## src/rtl/wot_pkg.sv

```systemverilog
package wot_pkg;

  // Net change applied to one slot's outstanding-write count in a cycle.
  typedef enum logic [1:0] {
    CNT_HOLD = 2'd0,
    CNT_UP   = 2'd1,
    CNT_DOWN = 2'd2
  } cnt_op_e;

  function automatic cnt_op_e cnt_op(input logic inc, input logic dec);
    if (inc && !dec)      return CNT_UP;
    else if (dec && !inc) return CNT_DOWN;
    else                  return CNT_HOLD;
  endfunction

endpackage

```

## src/rtl/wot_ring.sv

```systemverilog
module wot_ring #(
  parameter int DEPTH = 8,
  parameter int ID_W  = 3,
  parameter int OCC_W = 4
) (
  input  logic             clk,
  input  logic             rst,
  input  logic             alloc_fire,
  input  logic             retire,
  output logic [ID_W-1:0]  head,
  output logic [ID_W-1:0]  tail,
  output logic [OCC_W-1:0] occ,
  output logic             full
);

  localparam logic [ID_W-1:0]  LAST_IDX = ID_W'(DEPTH - 1);
  localparam logic [OCC_W-1:0] OCC_MAX  = OCC_W'(DEPTH);

  logic [ID_W-1:0] head_nxt;
  logic [ID_W-1:0] tail_nxt;

  always_comb begin
    head_nxt = (head == LAST_IDX) ? '0 : head + 1'b1;
    tail_nxt = (tail == LAST_IDX) ? '0 : tail + 1'b1;
  end

  always_ff @(posedge clk) begin
    if (rst) begin
      head <= '0;
      tail <= '0;
      occ  <= '0;
    end else begin
      if (retire)     head <= head_nxt;
      if (alloc_fire) tail <= tail_nxt;
      case ({alloc_fire, retire})
        2'b10:   occ <= occ + 1'b1;
        2'b01:   occ <= occ - 1'b1;
        default: occ <= occ;
      endcase
    end
  end

  assign full = (occ == OCC_MAX);

endmodule

```

## src/rtl/wot_ptr_mem.sv

```systemverilog
module wot_ptr_mem #(
  parameter int DEPTH = 8,
  parameter int ID_W  = 3,
  parameter int PTR_W = 32
) (
  input  logic             clk,
  input  logic             wr_en,
  input  logic [ID_W-1:0]  wr_idx,
  input  logic [PTR_W-1:0] wr_data,
  input  logic [ID_W-1:0]  rd_idx,
  output logic [PTR_W-1:0] rd_data
);

  // Simple dual-port array with no reset: maps onto distributed RAM.
  logic [PTR_W-1:0] mem [DEPTH];

  always_ff @(posedge clk) begin
    if (wr_en) mem[wr_idx] <= wr_data;
  end

  assign rd_data = mem[rd_idx];

endmodule

```

## src/rtl/wot_slot_bank.sv

```systemverilog
module wot_slot_bank
  import wot_pkg::*;
#(
  parameter int DEPTH = 8,
  parameter int ID_W  = 3,
  parameter int CNT_W = 8
) (
  input  logic            clk,
  input  logic            rst,
  input  logic            alloc_fire,
  input  logic [ID_W-1:0] alloc_idx,
  input  logic            retire,
  input  logic [ID_W-1:0] head,
  input  logic            issue_valid,
  input  logic [ID_W-1:0] issue_id,
  input  logic            issue_last,
  input  logic            resp_valid,
  input  logic [ID_W-1:0] resp_id,
  input  logic            resp_err,
  output logic            head_done,
  output logic            head_err
);

  logic [DEPTH-1:0] busy;
  logic [DEPTH-1:0] issued_all;
  logic [DEPTH-1:0] err_seen;
  logic [DEPTH-1:0] cnt_zero;

  for (genvar i = 0; i < DEPTH; i++) begin : g_slot
    localparam logic [ID_W-1:0] MY_ID = ID_W'(i);

    logic [CNT_W-1:0] cnt;
    logic             inc;
    logic             dec;

    assign inc = issue_valid && (issue_id == MY_ID);
    assign dec = resp_valid && (resp_id == MY_ID);

    always_ff @(posedge clk) begin
      if (rst) begin
        busy[i]       <= 1'b0;
        issued_all[i] <= 1'b0;
        err_seen[i]   <= 1'b0;
        cnt           <= '0;
      end else if (alloc_fire && alloc_idx == MY_ID) begin
        busy[i]       <= 1'b1;
        issued_all[i] <= 1'b0;
        err_seen[i]   <= 1'b0;
        cnt           <= '0;
      end else if (retire && head == MY_ID) begin
        busy[i]       <= 1'b0;
      end else if (busy[i]) begin
        unique case (cnt_op(inc, dec))
          CNT_UP:   cnt <= cnt + 1'b1;
          CNT_DOWN: cnt <= cnt - 1'b1;
          default:  cnt <= cnt;
        endcase
        if (inc && issue_last) issued_all[i] <= 1'b1;
        if (dec && resp_err)   err_seen[i]   <= 1'b1;
      end
    end

    assign cnt_zero[i] = (cnt == '0);
  end

  assign head_done = busy[head] && issued_all[head] && cnt_zero[head];
  assign head_err  = err_seen[head];

endmodule

```

## src/rtl/wr_order_tracker.sv

```systemverilog
module wr_order_tracker #(
  parameter int PTR_W = 32,
  parameter int DEPTH = 8,
  parameter int CNT_W = 8,
  localparam int ID_W  = (DEPTH > 1) ? $clog2(DEPTH) : 1,
  localparam int OCC_W = $clog2(DEPTH + 1)
) (
  input  logic             clk,
  input  logic             rst,
  input  logic             alloc_valid,
  input  logic             alloc_byref,
  input  logic [PTR_W-1:0] alloc_ptr,
  output logic             alloc_ready,
  output logic [ID_W-1:0]  alloc_id,
  input  logic             issue_valid,
  input  logic [ID_W-1:0]  issue_id,
  input  logic             issue_last,
  input  logic             resp_valid,
  input  logic [ID_W-1:0]  resp_id,
  input  logic             resp_err,
  output logic             rel_valid,
  output logic [PTR_W-1:0] rel_ptr,
  output logic             rel_err
);

  logic             alloc_fire;
  logic             retire;
  logic             full;
  logic [ID_W-1:0]  head;
  logic [ID_W-1:0]  tail;
  logic [OCC_W-1:0] occ;
  logic             head_done;
  logic             head_err;
  logic [PTR_W-1:0] head_ptr;

  assign alloc_ready = !full;
  assign alloc_id    = tail;
  assign alloc_fire  = alloc_valid && alloc_byref && !full;
  assign retire      = head_done;

  wot_ring #(.DEPTH(DEPTH), .ID_W(ID_W), .OCC_W(OCC_W)) u_ring (
    .clk        (clk),
    .rst        (rst),
    .alloc_fire (alloc_fire),
    .retire     (retire),
    .head       (head),
    .tail       (tail),
    .occ        (occ),
    .full       (full)
  );

  wot_ptr_mem #(.DEPTH(DEPTH), .ID_W(ID_W), .PTR_W(PTR_W)) u_mem (
    .clk     (clk),
    .wr_en   (alloc_fire),
    .wr_idx  (tail),
    .wr_data (alloc_ptr),
    .rd_idx  (head),
    .rd_data (head_ptr)
  );

  wot_slot_bank #(.DEPTH(DEPTH), .ID_W(ID_W), .CNT_W(CNT_W)) u_bank (
    .clk         (clk),
    .rst         (rst),
    .alloc_fire  (alloc_fire),
    .alloc_idx   (tail),
    .retire      (retire),
    .head        (head),
    .issue_valid (issue_valid),
    .issue_id    (issue_id),
    .issue_last  (issue_last),
    .resp_valid  (resp_valid),
    .resp_id     (resp_id),
    .resp_err    (resp_err),
    .head_done   (head_done),
    .head_err    (head_err)
  );

  always_ff @(posedge clk) begin
    if (rst) begin
      rel_valid <= 1'b0;
      rel_ptr   <= '0;
      rel_err   <= 1'b0;
    end else begin
      rel_valid <= retire;
      if (retire) begin
        rel_ptr <= head_ptr;
        rel_err <= head_err;
      end else begin
        rel_err <= 1'b0;
      end
    end
  end

endmodule

```

## config.mk

```make
export PLATFORM = sky130hd
export DESIGN_NAME = wr_order_tracker
export DESIGN_NICKNAME = d
export VERILOG_FILES = /design/src/rtl/wot_pkg.sv /design/src/rtl/wot_ring.sv /design/src/rtl/wot_ptr_mem.sv /design/src/rtl/wot_slot_bank.sv /design/src/rtl/wr_order_tracker.sv
export SDC_FILE = /design/constraint.sdc
export NUM_CORES = 1
export LEC_CHECK = 0
export CAP_MARGIN = 20
export CORE_MARGIN = 10
export CORE_UTILIZATION = 60
export CTS_CLUSTER_DIAMETER = 150
export DETAILED_ROUTE_END_ITERATION = 10
export PLACE_DENSITY = 0.79
export SYNTH_ARGS = -nofsm -noshare
export SYNTH_HDL_FRONTEND = slang
export SYNTH_SLANG_ARGS = --single-unit
```

## constraint.sdc

```tcl
create_clock -name clk -period 4.91 [get_ports clk]
set_input_delay 0.491 -clock clk [delete_from_list [all_inputs] [get_ports clk]]
set_output_delay 0.491 -clock clk [all_outputs]
set_load 0.02 [all_outputs]
```

---- After elaboration in Yosys (flattened, before gate mapping) ----
Memory sizes are Yosys's and may differ from the RTL's. A register that Yosys moved wholly into a read port is not among the register bits.
Index checks and enable logic that the tools add are counted.
cells by class
  muxes and demuxes ....................... 85
  order comparisons ....................... 1
  bitwise gates (word level) .............. 9
  add/subtract/negate cells ............... 20
  reductions and logical operators ........ 147
  equal/unequal tests ..................... 47
operators by type and width
  kind                   count
  $pmux W8 S2            8
  $mux W2                48
  $reduce_and A3 Y1      24
  $logic_and A1 B1 Y1    68
  $add A8 B1 Y8 const B  8
  $logic_not A8 Y1       8
  $sub A8 B1 Y8 const B  8
  $eq A3 B3 Y1 const B   16
  $reduce_bool A2 Y1     17
  $eq A3 B2 Y1 const B   8
  $mux W1                22
  $eq A2 B1 Y1 const B   9
  $eq A2 B2 Y1 const B   9
  $reduce_or A2 Y1       9
  $logic_not A1 Y1       17
  $bmux W1 S3            4
  $eq A3 B1 Y1 const B   4
  $logic_not A3 Y1       4
  $not A1 Y1             9
  $pmux W4 S2            1
  $add A3 B1 Y3 const B  2
  $mux W3                2
  $add A4 B1 Y4 const B  1
  $eq A4 B4 Y1 const B   1
  other kinds (2)        2
storage, ports and cells
  word-level logic and storage cells ...... 347
  flip-flop bits (word level) ............. 100
  bits in writable memories ............... 256
  input port bits ......................... 46
  output and inout port bits .............. 38
  memories ................................ 1
memory list
  memory     depth  bits a word  rd ports  clocked after Yosys merged registers in  write ports  RTL line           text
  u_mem.mem  8      32           1         1                                        1            wot_ptr_mem.sv:15  logic [PTR_W-1:0] mem [DEPTH];

---- Longest topological paths before layout ----
  depth in word-level cells ............... 13
  depth in mapped cells ................... 14
  depth with buffers taken out ............ 12

---- Cells and area by module ----
Synthesis repeated with hierarchy kept, for this count alone.
unflattened totals
  cell total of the unflattened synthesis .. 1,413
  area, all modules ....................... 18,401.4 sq um
by module, submodules not included
  module            instances  area each (sq um)  cells an instance  seq. area each (sq um)
  wot_ptr_mem       1          9,825.7            383                7,687.4
  wot_slot_bank     1          6,814.0            863                1,761.7
  wr_order_tracker  1          1,236.2            110                680.7
  wot_ring          1          525.5              57                 200.2

---- Least setup slack after synthesis ----
No wires, ideal clock.
  kind .................................... register to register
  start ................................... register u_ring.occ[0]
  end ..................................... memory u_mem.mem[4][0], enable pin
  data required time ...................... 4.449 ns
  clock period less this slack ............ 3.968 ns
  arrival ................................. 3.507 ns
  library setup time ...................... 0.461 ns
  setup slack ............................. 0.942 ns
  cell stages (with the launch flop) ...... 7
  path buffers ............................ 1
  path through ............................ dfxtp_1 > inv_1 > nand3_1 > and3_1 > clkbuf_1 > nand2_1 > nor3_1
on the way
  word-level cells in the longest chain between the ends .. 5
RTL lines
  item                           RTL line                text
  from (decl)                    wot_ring.sv:12          output logic [OCC_W-1:0] occ,
  from (signal assigned)         wot_ring.sv:36          2'b10: occ <= occ + 1'b1;
  from (signal assigned)         wot_ring.sv:37          2'b01: occ <= occ - 1'b1;
  $eq A4 B4 Y1                   wot_ring.sv:43          assign full = (occ == OCC_MAX);
  $logic_not A1 Y1               -
  named net alloc_ready          wr_order_tracker.sv:13  output logic alloc_ready,
  $logic_and A1 B1 Y1            wr_order_tracker.sv:38  assign alloc_fire = alloc_valid && alloc_byref && !full;
  $mux W1                        wot_ptr_mem.sv:18       if (wr_en) mem[wr_idx] <= wr_data;
  $mux W1 (not written as such)  wot_ptr_mem.sv:18
  to (decl)                      wot_ptr_mem.sv:15
The timed path passes the listed nets, and every way through them passes these cells.

---- Worst setup path after layout ----
  start ................................... register u_ring.head[0]
  end ..................................... register u_bank.g_slot[7].cnt[7]
on the way
  word-level cells in the longest chain between the ends .. 7
  elaborated cells between the ends (all ways) .. 12
  those cells by class .................... 1 x eq/ne; 6 x mux; 1 x bitwise; 4 x reduce/logical
RTL lines
  item                              RTL line             text
  from (decl)                       wot_ring.sv:10       output logic [ID_W-1:0] head,
  from (signal assigned)            wot_ring.sv:33       if (retire) head <= head_nxt;
  $bmux W1 S3                       wot_slot_bank.sv:66  assign head_done = busy[head] && issued_all[head] && cnt_zero[head];
  $mux W1 (not written as such)     wot_slot_bank.sv:66
  $logic_and A1 B1 Y1 (2 in a row)  wot_slot_bank.sv:66
  $logic_and A1 B1 Y1 *             wot_slot_bank.sv:50  end else if (retire && head == MY_ID) begin
  $not A1 Y1 (no line) *            -
  $reduce_and A3 Y1 (no line) *     -
  to (signal assigned)              wot_slot_bank.sv:54  CNT_UP: cnt <= cnt + 1'b1;
  to (signal assigned)              wot_slot_bank.sv:55  CNT_DOWN: cnt <= cnt - 1'b1;
  to (signal assigned)              wot_slot_bank.sv:56  default: cnt <= cnt;
  to (decl)                         wot_slot_bank.sv:32  logic [CNT_W-1:0] cnt;
Mark *: on every way between the ends. The rest lies on a longest branch, timed or not. The select of a mux whose other input is x is not followed.
A chain may end at the register's enable or synchronous reset.

==> flow_summary.ini <==
[floorplanning]
die_area_um2 = 35650
num_io_pins = 84
core_um2 = 27930
initial_core_util_pct = 61.21
rows = 61
die_h_um = 188.8
die_x_um = 188.8

[synth]
ys_seq_elements = 388
syn_nets = 1375
ys_warn_count = 0
synth_flop_cell = edfxtp_1
synth_edf_count = 256
synth.distinct_cells = 43
async_reset_ff_share_pct = 0
syn_inst = 1249
synthesis.area_um2 = 17100
synth_area_per_cell_um2 = 13.69
synth_seq_area_share_pct = 60.41

[clock_network]
clock-sinks = 388
clkTransAtPathRegs_ns = 0.06
clock_latency_ns = 0.55
cts_buffer_depth = 3
cts-resized-gates = 0
cts_setup_buffers = 0
cts_hold_buffers = 0
cts_tree = yes
clockRootBuffer = clkbuf_16
cts-buffers-inserted = 40
htreeDepth = 2

[timing]
tightest_slew_ns = 1.030
layout_setup_ws_ns = 1.367
max_freq_mhz = 282.2
fin_crit_ns = 3.543
drv_slew = 0
period_share_pct = 72.17
slew_headroom_pct = 31.35
fin_setup_tns_ns = 0
skew_ns = 0.02629
grt_setup_unrepaired = no
hold_slack_ns = 0.4772
setup_violations = 0
hold_viol = 0

[global_route]
grt_pass1_wl_um = 59000
grt_max_degree = 74
antenna_found_initial = 0
grt_use_total_pct = 20.83
grt_pass1_vias = 10670
overflow = 0

[place]
io_buffers = 83
gp_congestion = 0.8991
dp_hpwl_um = 22790
dp_slack_ns = 1.168

[finish]
fillCellCount = 1908
nets = 1465
layout-drive-gt1-share_pct = 11.53
n_antenna_cell = 0
area_growth_pct = 14.74

[run]
maxCapViolations = 0

[status]
outcome = finished, final reports clean

[routing]
ant_nets = 0
drc_errors = 0
dr_total_vias = 10650
dr.pass1.iters = 5
via_per_inst = 6.091
post_drt_wl_per_cell_um = 21.44
drt-initial-drc-count = 892
drt-total-wl_um = 37480

[setup_path]
critPathCaptureType = flip-flop
critical_path_class = reg -> reg
cp_data_arrival_time_ns = 4.01
path_max_fanout = 73
critPathLaunchType = flip-flop
critPathRequiredTime_ns = 5.38

[power]
power_density_nw_per_um2 = 340.7
ir_drop_uv = 368.0
p_leak_uw = 0.007027

[hold_path]
holdCritPathClass = reg -> reg
-- worst max-delay path: stages (launching register included) --
cell     delay, ns
dfxtp_4       0.79
nor4b_1       0.43
nand3_1       0.23
nand2_1       0.15
mux4_2        0.28
buf_4         0.67
a211o_1       0.55
o21ai_0       0.17
a21oi_1       0.17
-- routing by layer --
layer  vias to the layer above  share of wire, %  GRT usage [%]
met5                         -                 0              0
met4                         0               1.8          5.189
met3                        61               7.1          4.893
met2                       361                50          35.71
met1                      5325                41          26.12
li1                       4900                 -              -
-- sequential cells by signal, summed over array words and instances (netlist names) --
register and flops:
u_bank.err_seen 8, u_bank.issued_all 8, rel_err 1, rel_valid 1, rel_ptr 32, u_ring.tail 3, u_bank.g_slot.cnt 64, u_bank.busy 8
u_ring.occ 4, u_mem.mem 256, u_ring.head 3
-- where the power goes --
part	total, uW	internal (uW)	switching, uW	leakage, uW
clock	2920	1660	1260	0.000626
combinational	241	91.1	150	0.00302
sequential	3520	3510	13.7	0.00338
total	6680	5270	1420	0.00703
-- metrics by stage --
step	utilization, %	std cells	instance area, um2	total power [uW]
after floorplan	-	1249	17100	3714
after global placement	65.68	1675	18350	3822
after detailed placement	65.68	1675	18350	3832
after CTS	70.24	1748	19620	6730
after global routing	70.24	1748	19620	6880
final	70.24	1748	19620	6685
-- path summary, 6_finish.rpt --
| kind | startpoint | to | slack [ns] | depth (start not counted) |
|---|---|---|---|---|
| setup / recovery | u_ring.head[0]$_SDFFE_PP0P_ | u_bank.g_slot[7].cnt[7]$_SDFFE_PP0P_ | 1.37 | 8 |
| hold / removal | u_bank.issued_all[3]$_SDFFE_PP0P_ | u_bank.issued_all[3]$_SDFFE_PP0P_ | 0.48 | 2 |
| setup reg to reg | u_ring.head[0]$_SDFFE_PP0P_ | u_bank.g_slot[7].cnt[7]$_SDFFE_PP0P_ | 1.37 | 8 |
| hold reg to reg | u_bank.issued_all[3]$_SDFFE_PP0P_ | u_bank.issued_all[3]$_SDFFE_PP0P_ | 0.48 | 2 |
-- area by class of cell --
class	count	area, um2	share of cell area [%]
inverters	45	168.9	0.8609
clock buffers	55	1117	5.695
multi-input cells	767	6439	32.82
flip-flops and latches	388	10330	52.68
well taps	378	473.0	2.411
clock inverters	18	156.4	0.7971
repair buffers	97	930.9	4.745
-- cells in the mapped netlist (23+ instances only) --
cell,count,share of area (%)
edfxtp_1,256,45
nor2_1,144,3.2
dfxtp_1,132,15
ha_1,71,5.2
mux4_2,67,8.8
mux2i_1,61,3.6
a21oi_1,49,1.4
nand2_1,47,1.0
inv_1,45,0.99
a211oi_1,42,1.8
xnor2_1,38,1.9
nand3_1,36,1.1
clkbuf_1,28,0.61
nor3_1,23,0.67
-- logic make-up (layout without fill, tap and decap cells) --
group | count (synthesis) | count (layout) | synth area share, %
fa+ha+maj | 80 | 80 | 6.249
flops | 388 | 388 | 60.41
xor+xnor | 59 | 59 | 3.022
buf+inv | 94 | 215 | 2.224
compound gates | 183 | 183 | 7.054
mux | 128 | 128 | 12.40
simple gates | 317 | 317 | 8.642
-- placed cells by master, fill, tap and decap left out, types with 17 or more instances in the layout --
cell type,n
mux4_2,67
o21ai_0,18
nand2_1,47
inv_1,44
xnor2_1,38
a21oi_1,49
nor2_1,140
xor2_1,21
edfxtp_1,256
ha_1,71
mux2i_1,61
a21o_1,21
a211oi_1,42
clkdlybuf4s50_1,82
nand3_1,36
nand2b_1,17
clkbuf_16,40
dfxtp_1,130
nor3_1,19
Note: power is estimated with default switching activity, not from simulation.
